$ cat src/rtl/cfgbank_pkg.sv
`timescale 1ns/1ps
package cfgbank_pkg;
  localparam int ADDR_W   = 5;
  localparam int MAP_SIZE = 32;

  // fixed map positions that the access rules depend on
  localparam int CTRL_ADDR     = 0;
  localparam int OUTEN_ADDR    = 1;
  localparam int STAT_ADDR     = 2;
  localparam int CTRL_RST_BIT  = 7;
  localparam int OUTEN_BIT     = 6;
  localparam int STAT_LOCK_BIT = 7;
  localparam int STAT_LOWV_BIT = 6;

  typedef logic [ADDR_W-1:0] addr_t;
  typedef logic [7:0]        byte_t;

  typedef enum logic [1:0] {
    SEQ_IDLE  = 2'd0,
    SEQ_WRITE = 2'd1,
    SEQ_READ  = 2'd2
  } seq_state_e;

  typedef struct packed {
    addr_t      base;
    logic [1:0] extra;
    logic       write;
    logic       bank_b;
  } cmd_t;

  // bits held in storage and writable for one register of one bank
  function automatic byte_t store_mask(input int addr, input bit bank_b, input int last_addr);
    byte_t m;
    if (addr >= last_addr)        m = 8'h00;                    // converter byte / unmapped
    else if (addr == CTRL_ADDR)   m = bank_b ? 8'h7F : 8'hFF;   // reset-control only in A
    else if (addr == OUTEN_ADDR)  m = bank_b ? 8'hBF : 8'hFF;   // output-enable owned by A
    else if (addr == STAT_ADDR)   m = 8'h3F;                    // lock and low-voltage are status
    else                          m = 8'hFF;
    return m;
  endfunction
endpackage

$ cat src/rtl/cfgbank_seq.sv
`timescale 1ns/1ps
module cfgbank_seq
  import cfgbank_pkg::*;
#(
  parameter int LAST_ADDR = 7
) (
  input  logic  clk,
  input  logic  rst_n,
  input  logic  cmd_valid,
  output logic  cmd_ready,
  input  cmd_t  cmd,
  input  logic  wr_valid,
  output logic  wr_ready,
  output logic  rd_valid,
  input  logic  rd_ready,
  output addr_t cur_addr,
  output logic  cur_bank_b,
  output logic  beat,
  output logic  beat_write
);
  localparam addr_t LAST = addr_t'(LAST_ADDR);

  seq_state_e state_q, state_d;
  addr_t      addr_q, addr_d, addr_next;
  logic [1:0] left_q, left_d;
  logic       bank_q, bank_d;

  assign cmd_ready  = (state_q == SEQ_IDLE);
  assign wr_ready   = (state_q == SEQ_WRITE);
  assign rd_valid   = (state_q == SEQ_READ);
  assign beat       = (wr_valid && wr_ready) || (rd_valid && rd_ready);
  assign beat_write = wr_ready;
  assign cur_addr   = addr_q;
  assign cur_bank_b = bank_q;

  // step with wrap once past the last implemented byte
  assign addr_next = (addr_q >= LAST) ? '0 : addr_q + addr_t'(1);

  always_comb begin
    state_d = state_q;
    addr_d  = addr_q;
    left_d  = left_q;
    bank_d  = bank_q;
    if (state_q == SEQ_IDLE) begin
      if (cmd_valid) begin
        state_d = cmd.write ? SEQ_WRITE : SEQ_READ;
        addr_d  = cmd.base;
        left_d  = cmd.extra;
        bank_d  = cmd.bank_b;
      end
    end else if (beat) begin
      addr_d = addr_next;
      if (left_q == 2'd0) state_d = SEQ_IDLE;
      else                left_d  = left_q - 2'd1;
    end
  end

  always_ff @(posedge clk) begin
    if (!rst_n) begin
      state_q <= SEQ_IDLE;
      addr_q  <= '0;
      left_q  <= '0;
      bank_q  <= 1'b0;
    end else begin
      state_q <= state_d;
      addr_q  <= addr_d;
      left_q  <= left_d;
      bank_q  <= bank_d;
    end
  end

  // independent beat tally for the burst-length check
  logic [2:0] chk_seen;
  logic [1:0] chk_len;
  always_ff @(posedge clk) begin
    if (!rst_n) begin
      chk_seen <= '0;
      chk_len  <= '0;
    end else if (cmd_valid && cmd_ready) begin
      chk_seen <= '0;
      chk_len  <= cmd.extra;
    end else if (beat) begin
      chk_seen <= chk_seen + 3'd1;
    end
  end

  AST_BURST_LEN: assert property (@(posedge clk) disable iff (!rst_n)
    (beat && $fell(cmd_ready)) |-> (chk_seen == 3'd0));
  AST_BURST_END: assert property (@(posedge clk) disable iff (!rst_n)
    (beat && chk_seen == {1'b0, chk_len}) |=> cmd_ready);
  AST_ADDR_WRAP: assert property (@(posedge clk) disable iff (!rst_n)
    (beat && addr_q >= LAST && left_q != 2'd0) |=> (addr_q == '0));
  AST_ADDR_STEP: assert property (@(posedge clk) disable iff (!rst_n)
    (beat && addr_q < LAST && left_q != 2'd0) |=> (addr_q == $past(addr_q) + addr_t'(1)));
  AST_STALL_HOLD: assert property (@(posedge clk) disable iff (!rst_n)
    (!cmd_ready && !beat) |=> ($stable(addr_q) && $stable(state_q)));
  AST_ONE_DIR: assert property (@(posedge clk) disable iff (!rst_n)
    !(wr_ready && rd_valid));
endmodule

$ cat src/rtl/cfgbank_store.sv
`timescale 1ns/1ps
module cfgbank_store
  import cfgbank_pkg::*;
#(
  parameter int                    LAST_ADDR = 7,
  parameter logic [8*MAP_SIZE-1:0] DEF_A     = '0,
  parameter logic [8*MAP_SIZE-1:0] DEF_B     = '0,
  localparam int                   NREG      = LAST_ADDR + 1
) (
  input  logic             clk,
  input  logic             rst_n,
  input  logic             wr_en,
  input  addr_t            wr_addr,
  input  logic             wr_bank_b,
  input  byte_t            wr_data,
  output logic [8*NREG-1:0] img_a,
  output logic [8*NREG-1:0] img_b
);
  for (genvar b = 0; b < 2; b++) begin : g_bank
    for (genvar a = 0; a < NREG; a++) begin : g_reg
      localparam byte_t MASK = store_mask(a, (b == 1), LAST_ADDR);
      localparam byte_t INIT = ((b == 0) ? DEF_A[8*a +: 8] : DEF_B[8*a +: 8]) & MASK;

      byte_t q;
      logic  hit;
      assign hit = wr_en && (wr_addr == addr_t'(a)) && (wr_bank_b == (b == 1));

      always_ff @(posedge clk) begin
        if (!rst_n)   q <= INIT;
        else if (hit) q <= (q & ~MASK) | (wr_data & MASK);
      end

      AST_PROTECTED_BITS: assert property (@(posedge clk) disable iff (!rst_n)
        ((q & ~MASK) == (INIT & ~MASK)));

      if (b == 0) begin : g_to_a
        assign img_a[8*a +: 8] = q;
      end else begin : g_to_b
        assign img_b[8*a +: 8] = q;
      end
    end
  end
endmodule

$ cat src/rtl/cfgbank_lowv.sv
`timescale 1ns/1ps
module cfgbank_lowv (
  input  logic clk,
  input  logic rst_n,
  input  logic detect,
  input  logic clr,
  output logic flag
);
  // set has priority over a clearing access in the same cycle
  always_ff @(posedge clk) begin
    if (!rst_n) flag <= 1'b0;
    else        flag <= detect | (flag & ~clr);
  end

  AST_LV_SET_WINS: assert property (@(posedge clk) disable iff (!rst_n)
    detect |=> flag);
  AST_LV_CLEARS: assert property (@(posedge clk) disable iff (!rst_n)
    (clr && !detect) |=> !flag);
  AST_LV_STICKY: assert property (@(posedge clk) disable iff (!rst_n)
    (flag && !clr) |=> flag);
endmodule

$ cat src/rtl/cfgbank_view.sv
`timescale 1ns/1ps
module cfgbank_view
  import cfgbank_pkg::*;
#(
  parameter  int LAST_ADDR = 7,
  localparam int NREG      = LAST_ADDR + 1
) (
  input  addr_t             addr,
  input  logic              bank_b,
  input  logic [8*NREG-1:0] img_a,
  input  logic [8*NREG-1:0] img_b,
  input  logic              lock,
  input  logic              lowv,
  input  logic [3:0]        rssi,
  output byte_t             rd_byte
);
  localparam addr_t LAST = addr_t'(LAST_ADDR);

  byte_t stored_a, stored_b;

  always_comb begin
    stored_a = '0;
    stored_b = '0;
    for (int i = 0; i < NREG; i++) begin
      if (addr == addr_t'(i)) begin
        stored_a = img_a[8*i +: 8];
        stored_b = img_b[8*i +: 8];
      end
    end

    if (addr > LAST) begin
      rd_byte = '0;
    end else if (addr == LAST) begin
      rd_byte = {4'b0000, rssi};
    end else begin
      rd_byte = bank_b ? stored_b : stored_a;
      if (addr == addr_t'(OUTEN_ADDR)) rd_byte[OUTEN_BIT] = stored_a[OUTEN_BIT];
      if (addr == addr_t'(STAT_ADDR)) begin
        rd_byte[STAT_LOCK_BIT] = lock;
        rd_byte[STAT_LOWV_BIT] = lowv;
      end
    end
  end
endmodule

$ cat src/rtl/cfgbank_regfile.sv
`timescale 1ns/1ps
module cfgbank_regfile
  import cfgbank_pkg::*;
#(
  parameter int                    LAST_ADDR = 7,
  parameter logic [8*MAP_SIZE-1:0] DEF_A     = '0,
  parameter logic [8*MAP_SIZE-1:0] DEF_B     = '0
) (
  input  logic       clk,
  input  logic       rst_n,
  input  logic       cmd_valid,
  output logic       cmd_ready,
  input  logic [4:0] cmd_addr,
  input  logic [1:0] cmd_len,
  input  logic       cmd_write,
  input  logic       cmd_bank_b,
  input  logic       wr_valid,
  output logic       wr_ready,
  input  logic [7:0] wr_data,
  output logic       rd_valid,
  input  logic       rd_ready,
  output logic [7:0] rd_data,
  input  logic       pll_lock,
  input  logic       lv_detect,
  input  logic [3:0] rssi_code,
  output logic       ctl_reset,
  output logic       out_en
);
  localparam int    NREG = LAST_ADDR + 1;
  localparam addr_t LAST = addr_t'(LAST_ADDR);

  if (LAST_ADDR < 3 || LAST_ADDR > 31) begin : g_bad_last
    $error("LAST_ADDR must lie in 3..31");
  end

  cmd_t             cmd_s;
  addr_t            cur_addr;
  logic             cur_bank_b, beat, beat_write, lowv_flag;
  logic [8*NREG-1:0] img_a, img_b;

  assign cmd_s = '{base: cmd_addr, extra: cmd_len, write: cmd_write, bank_b: cmd_bank_b};

  cfgbank_seq #(.LAST_ADDR(LAST_ADDR)) u_seq (
    .clk(clk), .rst_n(rst_n),
    .cmd_valid(cmd_valid), .cmd_ready(cmd_ready), .cmd(cmd_s),
    .wr_valid(wr_valid), .wr_ready(wr_ready),
    .rd_valid(rd_valid), .rd_ready(rd_ready),
    .cur_addr(cur_addr), .cur_bank_b(cur_bank_b),
    .beat(beat), .beat_write(beat_write)
  );

  cfgbank_store #(.LAST_ADDR(LAST_ADDR), .DEF_A(DEF_A), .DEF_B(DEF_B)) u_store (
    .clk(clk), .rst_n(rst_n),
    .wr_en(beat && beat_write), .wr_addr(cur_addr), .wr_bank_b(cur_bank_b),
    .wr_data(wr_data), .img_a(img_a), .img_b(img_b)
  );

  cfgbank_lowv u_lowv (
    .clk(clk), .rst_n(rst_n),
    .detect(lv_detect),
    .clr(beat && (cur_addr == addr_t'(STAT_ADDR))),
    .flag(lowv_flag)
  );

  cfgbank_view #(.LAST_ADDR(LAST_ADDR)) u_view (
    .addr(cur_addr), .bank_b(cur_bank_b),
    .img_a(img_a), .img_b(img_b),
    .lock(pll_lock), .lowv(lowv_flag), .rssi(rssi_code),
    .rd_byte(rd_data)
  );

  assign ctl_reset = img_a[8*CTRL_ADDR  + CTRL_RST_BIT];
  assign out_en    = img_a[8*OUTEN_ADDR + OUTEN_BIT];

  AST_BANK_ISOLATION: assert property (@(posedge clk) disable iff (!rst_n)
    (beat && beat_write && !cur_bank_b) |=> $stable(img_b));
  AST_CTRL_B_IGNORED: assert property (@(posedge clk) disable iff (!rst_n)
    (beat && beat_write && cur_bank_b) |=> $stable(ctl_reset));
  AST_CTRL_B_HIDDEN: assert property (@(posedge clk) disable iff (!rst_n)
    (rd_valid && cur_bank_b && cur_addr == addr_t'(CTRL_ADDR)) |-> !rd_data[CTRL_RST_BIT]);
  AST_OUTEN_B_IGNORED: assert property (@(posedge clk) disable iff (!rst_n)
    (beat && beat_write && cur_bank_b) |=> $stable(out_en));
  AST_OUTEN_MIRROR: assert property (@(posedge clk) disable iff (!rst_n)
    (rd_valid && cur_addr == addr_t'(OUTEN_ADDR)) |-> (rd_data[OUTEN_BIT] == out_en));
  AST_LOCK_LIVE: assert property (@(posedge clk) disable iff (!rst_n)
    (rd_valid && cur_addr == addr_t'(STAT_ADDR)) |-> (rd_data[STAT_LOCK_BIT] == pll_lock));
  AST_RSSI_LIVE: assert property (@(posedge clk) disable iff (!rst_n)
    (rd_valid && cur_addr == LAST) |-> (rd_data == {4'b0000, rssi_code}));
  AST_UNMAPPED_ZERO: assert property (@(posedge clk) disable iff (!rst_n)
    (rd_valid && cur_addr > LAST) |-> (rd_data == 8'h00));
endmodule

$ cat config.mk
export PLATFORM = sky130hd
export DESIGN_NAME = cfgbank_regfile
export DESIGN_NICKNAME = d
export VERILOG_FILES = /design/src/rtl/cfgbank_pkg.sv /design/src/rtl/cfgbank_seq.sv /design/src/rtl/cfgbank_store.sv /design/src/rtl/cfgbank_lowv.sv /design/src/rtl/cfgbank_view.sv /design/src/rtl/cfgbank_regfile.sv
export SDC_FILE = /design/constraint.sdc
export NUM_CORES = 1
export LEC_CHECK = 0
export BUFFER_PORTS_ARGS = -buffer_cell sky130_fd_sc_hd__buf_2
export CORE_ASPECT_RATIO = 0.8
export CORE_MARGIN = 2
export CORE_UTILIZATION = 45
export DETAILED_ROUTE_END_ITERATION = 6
export GPL_TIMING_DRIVEN = 0
export PLACE_DENSITY = 0.73
export SETUP_SLACK_MARGIN = 0.4
export SYNTH_ARGS = -nofsm -noshare
export SYNTH_HDL_FRONTEND = slang
export SYNTH_SLANG_ARGS = --single-unit
$ cat constraint.sdc
create_clock -name clk -period 4.5 [get_ports clk]
set_clock_uncertainty 0.05 [all_clocks]
set_input_delay 0.9 -clock clk [delete_from_list [all_inputs] [get_ports clk]]
set_output_delay 0.9 -clock clk [all_outputs]
set_load 0.02 [all_outputs]
* Word-level counts from Yosys, hierarchy flattened
Cells that the tools add are included.
Word-level totals: bits in registers 123, latch bits 0, memory bits (writable) 0, bits in read-only memories 0, word-level logic and storage cells 109, memories 0
Operators by class: $add $sub $neg 2, multiply operators 0, divide/modulo/power cells 0, $lt $le $gt $ge 2, equal/unequal tests 11, shifts and indexed selects 0, muxes and demuxes 32, bitwise logic cells 8, reduce and logical (&&, ||, !) cells 35
Operators by type and width (number):
- 2-to-1 mux 8 bit | 17
- logical AND 1 bit | 25
- equality test 5 x 3 -> 1 bit (second input constant) | 4
- 2-to-1 mux 2 bit | 10
- 2-to-1 mux 5 bit | 4
- bitwise OR 8 x 6 -> 8 bit | 2
- equality test 5 x 2 -> 1 bit (second input constant) | 2
- bitwise OR 7 x 8 -> 8 bit | 1
- bitwise OR 8 x 7 -> 8 bit | 1
- AND reduction 3 bit | 2
- adder 5 x 1 -> 5 bit (second input constant) | 1
- equality test 5 x 1 -> 1 bit (second input constant) | 1
- greater-or-equal comparator 5 x 3 -> 1 bit (second input constant) | 1
- greater-than comparator 5 x 3 -> 1 bit (second input constant) | 1
- zero test 5 bit | 1
- zero test 2 bit | 2
- inequality test 2 bit (second input constant) | 2
- AND reduction 2 bit | 2
- nonzero test 2 bit | 2
- equality test 2 x 1 -> 1 bit (second input constant) | 1
- equality test 2 bit (second input constant) | 1
- inverter 1 bit | 2
- subtractor 2 x 1 -> 2 bit (second input constant) | 1
- AND 1 bit | 1
- other kinds (3) | 3

* Logic depth before layout (Yosys ltp)
word-level depth 13, mapped depth 10, depth with buffers taken out 7

* Cells and area by module
A second synthesis with hierarchy kept.
Second synthesis, totals: cell total of the unflattened synthesis 628, area total of the unflattened synthesis 6132.1 µm²
Modules (own cells, without submodules):
- cfgbank_store | times used 1, cells each 400, area an instance 4144.0 µm², seq. area each 2122.0 µm²
- cfgbank_view | times used 1, cells each 145, area an instance 1228.7 µm², seq. area each 0.0 µm²
- cfgbank_seq | times used 1, cells each 77, area an instance 689.4 µm², seq. area each 200.2 µm²
- cfgbank_lowv | times used 1, cells each 3, area an instance 41.3 µm², seq. area each 20.0 µm²
- cfgbank_regfile | times used 1, cells each 3, area an instance 28.8 µm², seq. area each 0.0 µm²

* Least setup slack after synthesis
Ideal clock, no wire load.
path kind flip-flop to output port, start point register u_seq.addr_q[0], in the netlist u_seq.cur_addr[0], end point output rd_data[5], data arrival time 2.186 ns, path slack 1.364 ns, stages on the path, launching flop included 10, path buffers 3, path through dfxtp_1 > inv_1 > ha_1 > buf_2 > buf_2 > buf_2 > nor3_1 > o221ai_1 > and3_1 > a311oi_1
Between the ends: word-level cells in the longest chain between the ends 11, elaborated cells between the ends (all ways) 26, classes of those cells 1 x order compare; 7 x eq/ne; 17 x mux; 1 x reduce/logical
RTL lines:
- start: declaration | RTL line cfgbank_seq.sv:24 | addr_t addr_q, addr_d, addr_next;
- start signal: assignment | RTL line cfgbank_seq.sv:66 | addr_q <= addr_d;
- zero test 5 bit | RTL line cfgbank_view.sv:25 | if (addr == addr_t'(i)) begin
- 2-to-1 mux 8 bit (7 in series) | RTL line cfgbank_view.sv:25
- 2-to-1 mux 8 bit | RTL line cfgbank_view.sv:36 | rd_byte = bank_b ? stored_b : stored_a;
- 2-to-1 mux 8 bit | RTL line cfgbank_view.sv:33 | end else if (addr == LAST) begin
- 2-to-1 mux 8 bit * | RTL line cfgbank_view.sv:31 | if (addr > LAST) begin
- end: declaration | RTL line cfgbank_regfile.sv:22 | output logic [7:0] rd_data,
Mark *: on every way between the ends. The rest lies on a longest branch, timed or not.

* Worst setup path after layout
start point register u_seq.addr_q[0], in the netlist u_seq.cur_addr[0], end point output rd_data[7]
Between the ends: word-level cells in the longest chain between the ends 12, elaborated cells between the ends (all ways) 27, classes of those cells 1 x order compare; 7 x eq/ne; 18 x mux; 1 x reduce/logical
RTL lines:
- zero test 5 bit | RTL line cfgbank_view.sv:25
- 2-to-1 mux 8 bit (7 in series) | RTL line cfgbank_view.sv:25
- 2-to-1 mux 8 bit | RTL line cfgbank_view.sv:36
- 2-to-1 mux 2 bit | RTL line cfgbank_view.sv:38 | if (addr == addr_t'(STAT_ADDR)) begin
- 2-to-1 mux 8 bit | RTL line cfgbank_view.sv:33
- 2-to-1 mux 8 bit * | RTL line cfgbank_view.sv:31
Marked as above.

==> results.json <==
{
  "critPathKind": "register to primary output",
  "drv_cap": 0,
  "pin_count": 41,
  "cts_tree": "done",
  "place_congestion": 0.975,
  "dp_slack_ps": 888,
  "synth_area_per_cell_um2": 8.94,
  "wl_per_cell_um": 22.9,
  "fin_total_pwr_w": 0.00306,
  "die-area_um2": 14500,
  "hold_viol": 0,
  "final_cell_mix": "dfxtp_1, nor2b_1, mux2i_1",
  "clk_pin_slew_ps": 60,
  "synth_seq_cells": 117,
  "initial_core_util_pct": 46.7,
  "tightest_slew_ps": 826,
  "fin_ws_ps": 510,
  "antenna_cells": 0,
  "final_common_cell": "dfxtp_1",
  "cp.required_ps": 3550,
  "via_per_inst": 5.92,
  "clockBufferDepth": 2,
  "drt_iter0_drc": 560,
  "dieWidth_um": 134,
  "rsz0062_at_grt": "no",
  "first_pass_iters": 5,
  "portBuffers": 39,
  "cp_max_fo": 10,
  "synth_compound_area_share_pct": 15.0,
  "slew_viol_final": 0,
  "synth-xor-area-share_pct": 0,
  "insertion_delay_ps": 430,
  "place_area_um2": 6500,
  "h-tree-depth": 4,
  "grt_pass1_wl_mm": 32.5,
  "ys_seq_area_share_pct": 38.5,
  "fp.dieH_um": 108,
  "tns_ps": 0,
  "max_freq_mhz": 251,
  "ys_warn_count": 0,
  "crit_arrival_ps": 3040,
  "area_delta_synth_final_pct": 17.1,
  "synth.net_count": 714,
  "antenna_found_initial": 0,
  "rows": 37,
  "muxShareOfSynthArea_pct": 16.8,
  "status": "finished clean",
  "vias": 5491,
  "synth_simple_gate_area_share_pct": 24.0,
  "leakage_nw": 3.10,
  "p_per_area_nw_per_um2": 429,
  "grt_pass1_vias": 5344,
  "min_path_type": "register to register",
  "synth_top_family_by_area": "simple AND/OR/NAND/NOR gates",
  "drc": 0,
  "cts_hold_buf": 0,
  "final_layout_size_suffix_gt1_share_pct": 14.8,
  "async_flop_share_pct": 0,
  "synth_fa_ha_area_share_pct": 1.03,
  "wl_mm": 21.3,
  "nNetsFinal": 772,
  "syn_area_um2": 6090,
  "finalSetupViolations": 0,
  "fin_crit_ps": 3990,
  "relSlewSlack_pct": 44.9,
  "numCtsBuffers": 17,
  "synth_flop_cell": "dfxtp_1",
  "end_kind": "primary output",
  "startpoint_type": "register",
  "hpwl_mm": 15.5,
  "ys_types": 63,
  "grt_use_total_pct": 30.7,
  "peakVddDrop_v": 0.000313,
  "core-area_um2": 13100,
  "grt_max_degree": 17,
  "fin_area_um2": 7130,
  "clock-root-buffer": "clkbuf_16",
  "clock-sinks": 117,
  "rrSetupSlack_ps": 2050,
  "ant_nets": 0,
  "period_share_pct": 88.7,
  "synth_edf_count": 0,
  "grt-ovfl-total": 0,
  "netlist_instances": 681
}
-- worst paths after layout --
path,from,cells after the start,endpoint
worst min register to register,u_store.g_bank[0].g_reg[2].q[5]$_SDFFE_PN0P_,2,u_store.g_bank[0].g_reg[2].q[5]$_SDFFE_PN0P_
worst max-delay path,u_seq.cur_addr[0]$_SDFFE_PN0P_,9,rd_data[7]
worst min-delay path,u_store.g_bank[0].g_reg[2].q[5]$_SDFFE_PN0P_,2,u_store.g_bank[0].g_reg[2].q[5]$_SDFFE_PN0P_
worst max register to register,u_seq.cur_addr[0]$_SDFFE_PN0P_,6,u_store.g_bank[0].g_reg[5].q[7]$_SDFFE_PN0P_
-- flip-flops by register name, summed over array words and instances (netlist names) --
name / flops
u_seq.left_q: 2
u_lowv.flag: 1
u_seq.state_q: 2
u_store.g_bank.g.q: 106
u_seq.cur_bank_b: 1
u_seq.cur_addr: 5
-- critical path: stages, from the launching register on --
cell     delay (ps)
dfxtp_1         420
inv_1           100
ha_1            200
buf_2           180
buf_2           220
nor2_1          290
nor2_1          170
or4b_1          560
a32oi_1         240
buf_2           220
-- logic make-up after synthesis --
kind of cell               Yosys count
and+or+nand+nor                    256
AOI/OAI and AO/OA                  135
DFF                                117
muxes                              102
buffers and inverters               66
adders and majority gates            5
-- stage by stage --
stage | hold WS [ps] | instances | utilization (%)
CTS | 428 | 927 | 54.6
detailed placement | 420 | 895 | 49.8
finish | 427 | 927 | 54.6
global placement | 409 | 895 | 49.8
global route | 454 | 927 | 54.6
floorplan | 387 | 681 | -
-- where the power goes --
group,internal (W),switching (W),leakage [nW]
Combinational,0.000167,0.000383,1.86
Clock,0.000942,0.000509,0.294
Sequential,0.00105,0.0000114,0.944
Total,0.00216,0.000903,3.10
-- area by class of cell --
type | count | area, um2
fill | 1213 | 5920
clock inverter | 11 | 174
tap | 175 | 219
multi-input combinational | 498 | 3460
buffer | 55 | 253
clock buffer | 21 | 450
sequential | 117 | 2340
inverter | 11 | 41.3
timing repair buffer | 39 | 195
-- Yosys cell counts, types with 2 or more instances --
library cell / number / area (um2)
nor3_1: 4 / 20.0
o21a_1: 5 / 37.5
a311oi_1: 3 / 26.3
o211ai_1: 10 / 75.1
a211oi_1: 4 / 30.0
nand3b_1: 2 / 15.0
clkbuf_1: 30 / 113
o2bb2ai_1: 3 / 26.3
o21ai_1: 2 / 10.0
inv_1: 10 / 37.5
o2111ai_1: 2 / 17.5
nand2_1: 52 / 195
nor3b_1: 3 / 22.5
and2_1: 4 / 25.0
a32oi_1: 4 / 35.0
nor4_1: 3 / 18.8
nand3_1: 26 / 130
o21ai_0: 24 / 120
a31oi_1: 11 / 68.8
a311o_1: 2 / 20.0
nand2b_1: 4 / 25.0
buf_2: 19 / 95.1
buf_6: 2 / 22.5
o31ai_1: 2 / 15.0
o22ai_1: 3 / 18.8
or3_1: 2 / 12.5
nor2_1: 21 / 78.8
mux2i_1: 102 / 1020
nor2b_1: 110 / 688
nor2_2: 3 / 18.8
o221ai_1: 2 / 17.5
o311ai_0: 2 / 17.5
a21boi_0: 9 / 67.6
and3_1: 3 / 18.8
nand3_2: 7 / 70.1
a221oi_1: 3 / 26.3
or4_1: 3 / 22.5
a21oi_1: 29 / 145
dfxtp_1: 117 / 2340
o311a_1: 2 / 20.0
a22oi_1: 3 / 22.5
ha_1: 5 / 62.6
o211a_1: 2 / 20.0
buf_1: 3 / 11.3
-- layer usage --
layer	track usage, %	part of all wire [%]
met3	6.94	8.4
met1	42.8	46
met5	0	0
met2	45.6	42
met4	13.8	3.1
-- repair_timing --
item	in CTS	in global routing
setup endpoints to repair	0	5
buffers inserted	0	0
gates resized for setup	0	4
Note: power is estimated with default switching activity, not from simulation.
